### src/rtl/irq_ctrl_pkg.sv
package irq_ctrl_pkg;

   localparam int unsigned REG_ADDR_W = 2;

   typedef enum logic [REG_ADDR_W-1:0] {
      RA_ENABLE = 2'd0,
      RA_FLAGS  = 2'd1,
      RA_CTRL   = 2'd2,
      RA_RAW    = 2'd3
   } reg_addr_e;

   localparam int unsigned MIN_SRC = 8;
   localparam int unsigned MAX_SRC = 32;

endpackage

### src/rtl/irq_flag_bank.sv
module irq_flag_bank #(
   parameter int unsigned NUM_SRC    = 8,
   parameter logic [31:0] LEVEL_MASK = 32'h0000_00C0
) (
   input  logic               clk,
   input  logic               rst_n,
   input  logic [NUM_SRC-1:0] src_i,
   input  logic [NUM_SRC-1:0] hw_clr_i,
   input  logic [NUM_SRC-1:0] sw_clr_i,
   output logic [NUM_SRC-1:0] flag_o,
   output logic [NUM_SRC-1:0] req_o
);

   for (genvar i = 0; i < NUM_SRC; i++) begin : g_src
      if (LEVEL_MASK[i]) begin : g_level
         logic unused_clr;
         assign unused_clr = hw_clr_i[i] | sw_clr_i[i];
         assign flag_o[i]  = 1'b0;
         assign req_o[i]   = src_i[i];
      end else begin : g_event
         logic flag_q;
         always_ff @(posedge clk or negedge rst_n) begin
            if (!rst_n)
               flag_q <= 1'b0;
            else
               flag_q <= src_i[i] | (flag_q & ~(hw_clr_i[i] | sw_clr_i[i]));
         end
         assign flag_o[i] = flag_q;
         assign req_o[i]  = flag_q;

         // a fresh event wins over any clear
         a_r7_event_wins: assert property (@(posedge clk) disable iff (!rst_n)
            src_i[i] |=> flag_o[i]);
         // a write-one-to-clear without an event empties the flag
         a_r7_sw_clear: assert property (@(posedge clk) disable iff (!rst_n)
            (sw_clr_i[i] && !src_i[i]) |=> !flag_o[i]);
         // with no clear the flag is remembered
         a_r8_flag_holds: assert property (@(posedge clk) disable iff (!rst_n)
            (flag_o[i] && !hw_clr_i[i] && !sw_clr_i[i]) |=> flag_o[i]);
      end
   end

endmodule

### src/rtl/irq_prio_pick.sv
module irq_prio_pick #(
   parameter int unsigned NUM_SRC = 8,
   parameter int unsigned VEC_W   = $clog2(NUM_SRC + 1)
) (
   input  logic [NUM_SRC-1:0] elig_i,
   output logic               any_o,
   output logic [NUM_SRC-1:0] grant_o,
   output logic [VEC_W-1:0]   vec_o
);

   assign any_o   = |elig_i;
   assign grant_o = elig_i & (~elig_i + NUM_SRC'(1));

   always_comb begin
      vec_o = '0;
      for (int i = NUM_SRC - 1; i >= 0; i--) begin
         if (elig_i[i]) vec_o = VEC_W'(i + 1);
      end
   end

endmodule

### src/rtl/irq_regs.sv
module irq_regs
   import irq_ctrl_pkg::*;
#(
   parameter int unsigned NUM_SRC = 8
) (
   input  logic                  clk,
   input  logic                  rst_n,
   input  logic                  we_i,
   input  logic [REG_ADDR_W-1:0] addr_i,
   input  logic [NUM_SRC-1:0]    wdata_i,
   input  logic                  take_acc_i,
   input  logic                  reti_i,
   input  logic [NUM_SRC-1:0]    flag_i,
   input  logic [NUM_SRC-1:0]    raw_i,
   output logic [NUM_SRC-1:0]    en_o,
   output logic                  gie_o,
   output logic [NUM_SRC-1:0]    sw_clr_o,
   output logic [NUM_SRC-1:0]    rdata_o
);

   logic [NUM_SRC-1:0] en_q;
   logic               gie_q;
   logic               wr_en, wr_flags, wr_ctrl;

   assign wr_en    = we_i && (addr_i == RA_ENABLE);
   assign wr_flags = we_i && (addr_i == RA_FLAGS);
   assign wr_ctrl  = we_i && (addr_i == RA_CTRL);

   always_ff @(posedge clk or negedge rst_n) begin
      if (!rst_n)     en_q <= '0;
      else if (wr_en) en_q <= wdata_i;
   end

   always_ff @(posedge clk or negedge rst_n) begin
      if (!rst_n)          gie_q <= 1'b0;
      else if (take_acc_i) gie_q <= 1'b0;
      else if (wr_ctrl)    gie_q <= wdata_i[0];
      else if (reti_i)     gie_q <= 1'b1;
   end

   assign sw_clr_o = wr_flags ? wdata_i : '0;
   assign en_o     = en_q;
   assign gie_o    = gie_q;

   always_comb begin
      unique case (addr_i)
         RA_ENABLE: rdata_o = en_q;
         RA_FLAGS:  rdata_o = flag_i;
         RA_CTRL:   rdata_o = NUM_SRC'(gie_q);
         default:   rdata_o = raw_i;
      endcase
   end

   // taking an interrupt masks everything
   a_r4_take_masks: assert property (@(posedge clk) disable iff (!rst_n)
      take_acc_i |=> !gie_o);
   // return re-enables unless a write or take overrides it
   a_r5_reti_sets: assert property (@(posedge clk) disable iff (!rst_n)
      (reti_i && !take_acc_i && !wr_ctrl) |=> gie_o);
   // software write loads the global enable
   a_r5_sw_write: assert property (@(posedge clk) disable iff (!rst_n)
      (wr_ctrl && !take_acc_i) |=> (gie_o == $past(wdata_i[0])));

endmodule

### src/rtl/prio_irq_ctrl.sv
module prio_irq_ctrl
   import irq_ctrl_pkg::*;
#(
   parameter int unsigned NUM_SRC    = 8,
   parameter logic [31:0] LEVEL_MASK = 32'h0000_00C0,
   parameter int unsigned VEC_W      = $clog2(NUM_SRC + 1)
) (
   input  logic                  clk,
   input  logic                  rst_n,
   input  logic [NUM_SRC-1:0]    src_i,
   input  logic                  reg_we_i,
   input  logic [REG_ADDR_W-1:0] reg_addr_i,
   input  logic [NUM_SRC-1:0]    reg_wdata_i,
   output logic [NUM_SRC-1:0]    reg_rdata_o,
   input  logic                  take_i,
   input  logic                  reti_i,
   output logic                  irq_pending,
   output logic [VEC_W-1:0]      irq_vec,
   output logic [VEC_W-1:0]      ack_vec
);

   if (NUM_SRC < MIN_SRC || NUM_SRC > MAX_SRC) begin : g_bad_count
      $error("prio_irq_ctrl: NUM_SRC must lie between 8 and 32");
   end
   if (VEC_W < $clog2(NUM_SRC + 1)) begin : g_bad_vec
      $error("prio_irq_ctrl: VEC_W too narrow for NUM_SRC + 1 vectors");
   end

   logic [NUM_SRC-1:0] flag, req, en, sw_clr, hw_clr, elig, grant;
   logic               gie, any, take_acc;
   logic [VEC_W-1:0]   win_vec;
   logic [VEC_W-1:0]   ack_q;

   irq_flag_bank #(.NUM_SRC(NUM_SRC), .LEVEL_MASK(LEVEL_MASK)) u_flags (
      .clk(clk), .rst_n(rst_n), .src_i(src_i),
      .hw_clr_i(hw_clr), .sw_clr_i(sw_clr),
      .flag_o(flag), .req_o(req)
   );

   irq_regs #(.NUM_SRC(NUM_SRC)) u_regs (
      .clk(clk), .rst_n(rst_n),
      .we_i(reg_we_i), .addr_i(reg_addr_i), .wdata_i(reg_wdata_i),
      .take_acc_i(take_acc), .reti_i(reti_i),
      .flag_i(flag), .raw_i(req),
      .en_o(en), .gie_o(gie), .sw_clr_o(sw_clr), .rdata_o(reg_rdata_o)
   );

   assign elig = req & en & {NUM_SRC{gie}};

   irq_prio_pick #(.NUM_SRC(NUM_SRC), .VEC_W(VEC_W)) u_pick (
      .elig_i(elig), .any_o(any), .grant_o(grant), .vec_o(win_vec)
   );

   assign take_acc = take_i & any;
   assign hw_clr   = take_acc ? grant : '0;

   always_ff @(posedge clk or negedge rst_n) begin
      if (!rst_n)        ack_q <= '0;
      else if (take_acc) ack_q <= win_vec;
   end

   assign irq_pending = any;
   assign irq_vec     = win_vec;
   assign ack_vec     = ack_q;

   // the granted line is eligible and no lower line is
   a_r3_lowest_wins: assert property (@(posedge clk) disable iff (!rst_n)
      irq_pending |-> ($onehot(grant) && ((grant & elig) == grant)
                       && ((elig & (grant - NUM_SRC'(1))) == '0) && (irq_vec != '0)));
   // the acknowledged vector is the one shown at the take
   a_r4_ack_capture: assert property (@(posedge clk) disable iff (!rst_n)
      take_acc |=> (ack_vec == $past(irq_vec)));
   // a take with nothing pending leaves the acknowledge alone
   a_r10_idle_take: assert property (@(posedge clk) disable iff (!rst_n)
      (take_i && !irq_pending) |=> $stable(ack_vec));
   // no pending request without the global enable
   a_r2_gie_gates: assert property (@(posedge clk) disable iff (!rst_n)
      (reg_rdata_o == '0 && reg_addr_i == RA_CTRL) |-> !irq_pending);

endmodule

### config.mk
export PLATFORM = sky130hd
export DESIGN_NAME = prio_irq_ctrl
export DESIGN_NICKNAME = d
export VERILOG_FILES = /design/src/rtl/irq_ctrl_pkg.sv /design/src/rtl/irq_flag_bank.sv /design/src/rtl/irq_prio_pick.sv /design/src/rtl/irq_regs.sv /design/src/rtl/prio_irq_ctrl.sv
export SDC_FILE = /design/constraint.sdc
export NUM_CORES = 1
export LEC_CHECK = 0
export BUFFER_PORTS_ARGS = -buffer_cell sky130_fd_sc_hd__buf_2
export CORE_ASPECT_RATIO = 0.5
export CORE_MARGIN = 2
export CORE_UTILIZATION = 30
export DETAILED_ROUTE_END_ITERATION = 16
export PLACE_DENSITY = 0.6
export SYNTH_ARGS = -nofsm -noshare
export SYNTH_HDL_FRONTEND = slang
export SYNTH_SLANG_ARGS = --single-unit
### constraint.sdc
create_clock -name clk -period 1.7 [get_ports clk]
set_input_delay 0.17 -clock clk [delete_from_list [all_inputs] [get_ports clk]]
set_output_delay 0.17 -clock clk [all_outputs]
set_load 0.01 [all_outputs]
Word-level counts from Yosys, hierarchy flattened:

Index checks and enable logic that the tools add are counted.

* shifts and indexed selects: 0
* bitwise operators: 29
* reduce and logical (&&, ||, !) cells: 6
* equality and inequality tests: 2
* $lt $le $gt $ge: 0
* multiplexer cells: 14
* multipliers: 0
* div/mod/pow operators: 0
* add/subtract/negate cells: 1

Operators with widths (count)
* 2-to-1 mux 4 bit: 8
* one-hot mux 8 bit (3 select lines): 1
* AND 8 bit: 2
* 2-to-1 mux 6 bit: 2
* bitwise OR 1 bit: 12
* OR reduction 8 bit: 1
* AND 1 bit: 7
* adder 6 x 1 -> 6 bit, second input constant: 1
* AND 6 bit: 1
* inverter 1 bit: 6
* inverter 6 bit: 1
* logical AND 1 bit: 3
* 2-to-1 mux 1 bit: 3
* nonzero test 3 bit: 1
* == test 2 x 1 -> 1 bit, second input constant: 1
* == test 2 bit, second input constant: 1
* zero test 2 bit: 1

* bits in registers: 19
* bits in latches: 0
* memories: 0
* word-level logic and storage cells: 61
* output and inout port bits: 17
* memory bits (writable): 0
* bits in read-only memories: 0

Longest topological paths before layout:

Gate-level depths: netlist (run 1).

* depth after elaboration: 10
* gate-level depth with buffers: 7
* gate-level depth less buffers: 5

By module:

Synthesis (run 1) repeated with hierarchy kept, for this count alone.

* cell total of the unflattened synthesis: 135
* area, all modules: 1373.8 um^2

By module, submodules not included
* irq_regs: times used 1, cells each 50, area each 599.3 um^2, sequential area each 225.2 um^2
* irq_flag_bank: times used 1, cells each 35, area each 341.6 um^2, sequential area each 150.1 um^2
* prio_irq_ctrl: times used 1, cells each 26, area each 285.3 um^2, sequential area each 100.1 um^2
* irq_prio_pick: times used 1, cells each 24, area each 147.6 um^2, sequential area each 0.0 um^2

Worst setup path after synthesis (run 1):

Ideal clock, no wire load.

* path type: flip-flop to flip-flop
* start: register u_regs.en_q[5] (netlist: u_regs.en_o[5])
* end: register ack_q[0] (netlist: ack_vec[0])
* cell stages (with the launch flop): 7
* path buffers: 1
* data arrival time: 1.480 ns
* period minus slack after synthesis: 1.605 ns
* required time: 1.575 ns
* path slack: 0.095 ns
* path through: dfrtp_1 -> a22oi_4 -> a41oi_2 -> nand2b_4 -> nor2b_4 -> buf_6 -> mux2_4

* elaborated cells between the ends (all ways): 10

RTL lines
* from (decl): RTL line irq_regs.sv:21 `logic [NUM_SRC-1:0] en_q;`
* from (signal assigned): RTL line irq_regs.sv:31 `else if (wr_en) en_q <= wdata_i;`
* AND 8 bit (2 in series): RTL line prio_irq_ctrl.sv:48 `assign elig = req & en & {NUM_SRC{gie}};`
* OR reduction 8 bit: RTL line irq_prio_pick.sv:11 `assign any_o = |elig_i;`
* net irq_pending: RTL line prio_irq_ctrl.sv:17 `output logic irq_pending,`
* AND 1 bit: RTL line prio_irq_ctrl.sv:54 `assign take_acc = take_i & any;`
* to (signal assigned): RTL line prio_irq_ctrl.sv:59 `else if (take_acc) ack_q <= win_vec;`
* to (decl): RTL line prio_irq_ctrl.sv:32 `logic [VEC_W-1:0] ack_q;`

The timed path passes the listed nets, and every way through them passes these cells.
A chain may end at the register's enable or synchronous reset.

Final worst setup path (run 1):

* start: register u_flags.g_src[4].g_event.flag_q
* end: register ack_q[2] (netlist: ack_vec[2])

* longest elaborated chain between the ends: 7
* elaborated cells between the ends (all ways): 9

RTL lines
* from (decl): RTL line irq_flag_bank.sv:21 `logic flag_q;`
* from (signal assigned): RTL line irq_flag_bank.sv:26 `flag_q <= src_i[i] | (flag_q & ~(hw_clr_i[i] | sw_clr_i[i]));`
* AND 8 bit * (2 in series): RTL line prio_irq_ctrl.sv:48
* 2-to-1 mux 4 bit (5 in series): RTL line irq_prio_pick.sv:17 `if (elig_i[i]) vec_o = VEC_W'(i + 1);`

Every way passes the cells marked *; elsewhere a longest branch is shown, timed or not.

==> impl_metrics.json, run 1 <==
{
  "outcome": "finished clean",
  "dp.cells": 214,
  "num_rows": 15,
  "yosys.area_share.simple": 0.2161,
  "clk_path_buf_depth": 2,
  "grt_pass1_vias": 980,
  "drt-vias-per-instance": 4.787,
  "synth_cells": 117,
  "finalNetCount": 203,
  "area_growth_syn_to_layout_pct": 47.08,
  "syn_nets": 140,
  "route.detailed.drc": 0,
  "dp_hpwl_um": 2361,
  "die-area_um2": 4321,
  "grt_util_all_layers": 0.1520,
  "ir_drop_mv": 0.3748,
  "synth_top_family_by_area": "simple AND/OR/NAND/NOR gates",
  "tightest_slew_ns": 0.4340,
  "hold_violations": 0,
  "fin_area_um2": 1669,
  "cap_violations": 0,
  "synth_top_area_frac": 0.4190,
  "skew_ns": 0.002076,
  "yosys.area.top_type": "dfrtp_1",
  "finalNonFillerCells": 230,
  "end_kind": "flop",
  "avgSynthCellArea_um2": 9.699,
  "fp.dieW_um": 90.98,
  "powerDensity_nw_per_um2": 1153,
  "synth-seq-cells": 19,
  "muxShareOfSynthArea": 0.1279,
  "grt_max_degree": 20,
  "min_path_type": "primary input to flop",
  "fin_crit_ns": 1.654,
  "diodes": 0,
  "start_kind": "flop",
  "ant_nets": 0,
  "holdWs_ns": 0.1009,
  "layout_commonest_cell": "buf_2",
  "synthXorXnorAreaFrac": 0,
  "synth-seq-area-share": 0.4190,
  "cp_data_required_time_ns": 1.84,
  "synth_compound_area_frac": 0.1985,
  "clock_sinks": 19,
  "grt_pass1_wl_um": 4850,
  "fmax_mhz": 604.6,
  "finalMaxSlewViolations": 0,
  "totalWireLength_um": 3226,
  "cts-root-buf": "clkbuf_8",
  "grt_remaining_overflow": 0,
  "mostFrequentLayoutCells": "38 x buf_2, 24 x buf_4, 20 x nand2_1",
  "initial_utilization": 0.3216,
  "fin_tns_setup_ns": 0,
  "grt_setup_unrepaired": "true",
  "crit_type": "flop to flop",
  "antenna_found_initial": 0,
  "clk_latency_ns": 0.25,
  "drt_iter0_drc": 50,
  "post_drt_wl_per_cell_um": 14.03,
  "port_buffers": 39,
  "cp_data_arrival_time_ns": 1.80,
  "firstDrtPassIters": 4,
  "placed_area_um2": 1459,
  "syn_area_um2": 1135,
  "cts_buffers": 3,
  "p_leak_nw": 0.8031,
  "via_count": 1101,
  "yosys.area_share.adder": 0,
  "yosys_warnings": 0,
  "clk_pin_slew_ns": 0.07,
  "ys_types": 33,
  "die_y_um": 47.49,
  "io_pins": 40,
  "fp.coreArea_um2": 3528,
  "drive_above_1_share": 0.5531,
  "finalCritPeriodShare": 0.9729,
  "tritoncts": "built",
  "fin_util": 0.4731,
  "worst-path-max-fanout": 6,
  "slew_headroom": 0.7107,
  "h-tree-depth": 1,
  "synth_area_leaders": "dfrtp_1 42%, mux2_2 7.9%, nand2_1 7.3%",
  "routabilityCongestion": 0.8834,
  "setup_viol": 0
}
==> layer usage <==
layer / part of all wire / vias to the layer above / GRT usage
met3: 0.034 / 4 / 0.03780
met1: 0.49 / 529 / 0.2074
li1: - / 545 / -
met5: 0 / - / 0
met4: 0.014 / 0 / 0.03636
met2: 0.47 / 23 / 0.2533
==> cell families (layout without fill, tap and decap cells) <==
logic type	count (synthesis)	after routing
DFF	19	19
and+or+nand+nor	48	48
muxes	12	12
AOI/OAI and AO/OA	29	29
buffers and inverters	9	71
==> timing repair <==
action                     in CTS  in global routing
setup endpoints to repair       2                  9
pin swaps                       2                  4
hold buffers                    1                  0
gates resized for setup         3                 13
hold endpoints to repair       19                  0
buffers inserted                4                  7
==> synth_stat cells (all sizes together) <==
master / n
a31oi: 2
clkbuf: 3
nor3: 3
a41oi: 3
nand2: 22
dfrtp: 19
a31o: 4
a22o: 2
o211ai: 1
or2b: 1
nand2b: 7
o21ai: 7
a21oi: 5
mux2i: 1
mux2: 11
and3: 2
a22oi: 3
and2: 2
nor2b: 1
inv: 3
a32o: 1
buf: 3
a21boi: 1
nor2: 4
nand4: 1
nand3: 4
and3b: 1
==> stage by stage <==
| step | power [mW] | setup WS, ns |
|---|---|---|
| after global placement | 1.395 | 0.1197 |
| after global routing | 2.062 | -0.04690 |
| after floorplan | 1.100 | 0.09452 |
| after CTS | 1.762 | 0.002795 |
| after detailed placement | 1.403 | 0.06261 |
| final | 1.925 | 0.04615 |
==> state kept, by name, summed over array words and instances (netlist names) <==
name and cells:
u_regs.en_o 8, u_flags.g_src.g_event.flag_q 6, ack_vec 4, u_regs.gie_o 1
==> power breakdown <==
group / internal, mW / total, mW / switching (mW)
clock: 0.163 / 0.309 / 0.147
combinational: 0.526 / 0.978 / 0.453
sequential: 0.557 / 0.637 / 0.0809
==> critical path, stage by stage, from the launching register on <==
cell      delay (ns)
dfrtp_1         0.39
a22oi_2         0.12
buf_4           0.15
a41oi_4         0.15
nand2b_4        0.16
nor2b_4         0.26
mux2_4          0.32
==> layout make-up <==
| cell class | instances | area (um^2) |
|---|---|---|
| Clock buffer | 3 | 41.29 |
| Clock inverter | 1 | 5.005 |
| Fill cell | 350 | 1859 |
| Inverter | 3 | 11.26 |
| Multi-Input combinational cell | 89 | 676.9 |
| Sequential cell | 19 | 479.2 |
| Tap cell | 51 | 63.81 |
| Timing Repair Buffer | 64 | 391.6 |
==> path summary, 6_finish.rpt <==
path	from	to	slack, ns	depth (start not counted)
min in group asynchronous	rst_n	u_flags.g_src[3].g_event.flag_q$_DFF_PN0_	0.40	2
hold / removal	src_i[5]	u_flags.g_src[5].g_event.flag_q$_DFF_PN0_	0.10	2
setup / recovery	u_flags.g_src[4].g_event.flag_q$_DFF_PN0_	ack_vec[2]$_DFFE_PN0P_	0.05	6
setup reg to reg	u_flags.g_src[4].g_event.flag_q$_DFF_PN0_	ack_vec[2]$_DFFE_PN0P_	0.05	6
max in group asynchronous	rst_n	u_regs.gie_o$_DFFE_PN0P_	0.97	2
hold reg to reg	ack_vec[1]$_DFFE_PN0P_	ack_vec[1]$_DFFE_PN0P_	0.52	1
Note: power is estimated with default switching activity, not from simulation.
==> run 2: changes to the inputs <==
--- a/config.mk
+++ b/config.mk
@@ -5,7 +5,7 @@
 export SDC_FILE = /design/constraint.sdc
 export NUM_CORES = 1
 export LEC_CHECK = 0
-export BUFFER_PORTS_ARGS = -buffer_cell sky130_fd_sc_hd__buf_2
+export BUFFER_PORTS_ARGS = -buffer_cell sky130_fd_sc_hd__buf_4
 export CORE_ASPECT_RATIO = 0.5
 export CORE_MARGIN = 2
 export CORE_UTILIZATION = 30
==> run 2 against run 1 <==
  * The run now ends with setup timing left
  * Global-route usage decreased by 0.21 points
  * Via count decreased by 1.6%
  * Clock power increased by 2%
  * Design area increased by 0.30%
  * Highest routed layer unchanged
  * Fmax decreased by 3.2%
  * Non-clock buffer count decreased by 10
  * Sequential power increased by 2%
  * Wire length decreased by 4.0%
  * Core utilization increased by 0.14 points
==> impl_metrics.json, run 2 (synthesized netlist as in run 1, its figures left out) <==
{
  "outcome": "complete, but fails checks",
  "violations": "setup timing",
  "crit_path_start": "u_flags.g_src[4].g_event.flag_q$_DFF_PN0_",
  "route.detailed.drc": 0,
  "crit_type": "flop to output pin",
  "skew_ns": 0.009372,
  "clk_pin_slew_ns": 0.08,
  "layout_commonest_cell": "buf_4",
  "holdWs_ns": 0.09676,
  "cts-root-buf": "clkbuf_8",
  "grt_pass1_vias": 944,
  "critical-path-top-delay-family": "compound AO/OA/AOI/OAI gates",
  "grt_max_degree": 20,
  "use_met3": 0.03465,
  "cts_buffers": 3,
  "r2r-end": "ack_vec[1]$_DFFE_PN0P_",
  "totalWireLength_um": 3097,
  "cp_data_arrival_time_ns": 1.54,
  "fin_crit_ns": 1.708,
  "crit_end": "irq_vec[1]",
  "crit_chain": "a22oi_2 -> nand2b_4 -> nand2_2 -> a21boi_2 -> buf_4",
  "finalNetCount": 193,
  "firstDrtPassIters": 4,
  "antenna_found_initial": 0,
  "largest_reg_flops": 8,
  "clock_sinks": 19,
  "grt_pass1_wl_um": 4933,
  "crit_buf_inv": 1,
  "critical-path-max-stage-delay_ns": 0.42,
  "die_y_um": 47.49,
  "initial_utilization": 0.3216,
  "drive_above_1_share": 0.5030,
  "fin_area_um2": 1674,
  "port_buffers": 39,
  "powerDensity_nw_per_um2": 1143,
  "diodes": 0,
  "post_drt_wl_per_cell_um": 14.08,
  "ir_drop_mv": 0.3651,
  "worst-path-max-fanout": 4,
  "worst_slack_ns": -0.007871,
  "die-area_um2": 4321,
  "via_count": 1083,
  "rr_worst_depth": 5,
  "num_rows": 15,
  "tightest_slew_ns": 0.4268,
  "crit_slowest_cell": "dfrtp_1",
  "worst-r2r-setup-slack_ns": 0.06,
  "clk_path_buf_depth": 2,
  "finalCritPeriodShare": 1.005,
  "cap_violations": 0,
  "slew_headroom": 0.7155,
  "area_growth_syn_to_layout_pct": 47.52,
  "dp_hpwl_um": 2298,
  "clk_latency_ns": 0.26,
  "ant_nets": 0,
  "io_pins": 40,
  "p_leak_nw": 0.7766,
  "cp_data_required_time_ns": 1.53,
  "tritoncts": "built",
  "grt_util_all_layers": 0.1499,
  "placed_area_um2": 1541,
  "worstReg2RegStart": "u_flags.g_src[4].g_event.flag_q$_DFF_PN0_",
  "end_kind": "output pin",
  "cp.depth": 5,
  "grt_setup_unrepaired": "true",
  "grt_use_met2": 0.2400,
  "routabilityCongestion": 0.8832,
  "grt_remaining_overflow": 0,
  "drt-vias-per-instance": 4.923,
  "fp.dieW_um": 90.98,
  "fp.coreArea_um2": 3528,
  "use_met1": 0.2154,
  "p_total_mw": 1.914,
  "h-tree-depth": 1,
  "grt.busiest_layer": "met2",
  "hold_violations": 0,
  "finalMaxSlewViolations": 0,
  "min_path_type": "primary input to flop",
  "mostFrequentLayoutCells": "51 x buf_4, 19 x nand2_1, 18 x dfrtp_1",
  "drt_iter0_drc": 103,
  "fmax_mhz": 585.5,
  "setup_viol": 1,
  "start_kind": "flop"
}
## run 2: layout make-up
class	count	area, um^2
Sequential cell	19	476.7
Timing Repair Buffer	54	415.4
Clock buffer	4	45.04
Inverter	3	11.26
Fill cell	362	1854
Tap cell	51	63.81
Multi-Input combinational cell	89	661.9
## run 2: what timing repair did
item	4_1_cts	5_1_grt
hold buffers	1	0
setup buffers	0	3
resized for setup	4	10
pin swaps	0	4
endpoints found under the hold margin	19	0
endpoints found under the setup margin	3	6
## run 2: how the worst min path moves through the flow
stage              from                                         to  slack [ns]  cells past startpoint
2_1_floorplan     rst_n                     ack_vec[0]$_DFFE_PN0P_       -0.13                      0
3_3_place_gp      rst_n  u_flags.g_src[3].g_event.flag_q$_DFF_PN0_        0.06                      1
3_5_place_dp      rst_n  u_flags.g_src[5].g_event.flag_q$_DFF_PN0_        0.06                      1
4_1_cts        src_i[5]  u_flags.g_src[5].g_event.flag_q$_DFF_PN0_         0.1                      2
5_1_grt        src_i[4]  u_flags.g_src[4].g_event.flag_q$_DFF_PN0_        0.10                      2
6_report       src_i[5]  u_flags.g_src[5].g_event.flag_q$_DFF_PN0_         0.1                      2
## run 2: through the flow
step                        util  setup TNS [ns]  std cells  worst slack [ns]
after global placement    0.4369               0        212            0.1275
after global routing      0.4745         -0.1340        220          -0.07747
after CTS                 0.4567               0        217          0.004574
final                     0.4745       -0.007871        220         -0.007871
after floorplan                -               0        117           0.09452
after detailed placement  0.4369               0        212           0.08376
## run 2: routing by layer
metal,vias up,share of wire
met5,-,0
met4,0,0.0039
met3,2,0.056
met2,32,0.46
met1,527,0.48
li1,522,-
## run 2: power breakdown
part	total (mW)	internal [mW]	switching [mW]
Clock	0.316	0.166	0.149
Combinational	0.947	0.528	0.419
Sequential	0.650	0.555	0.0955
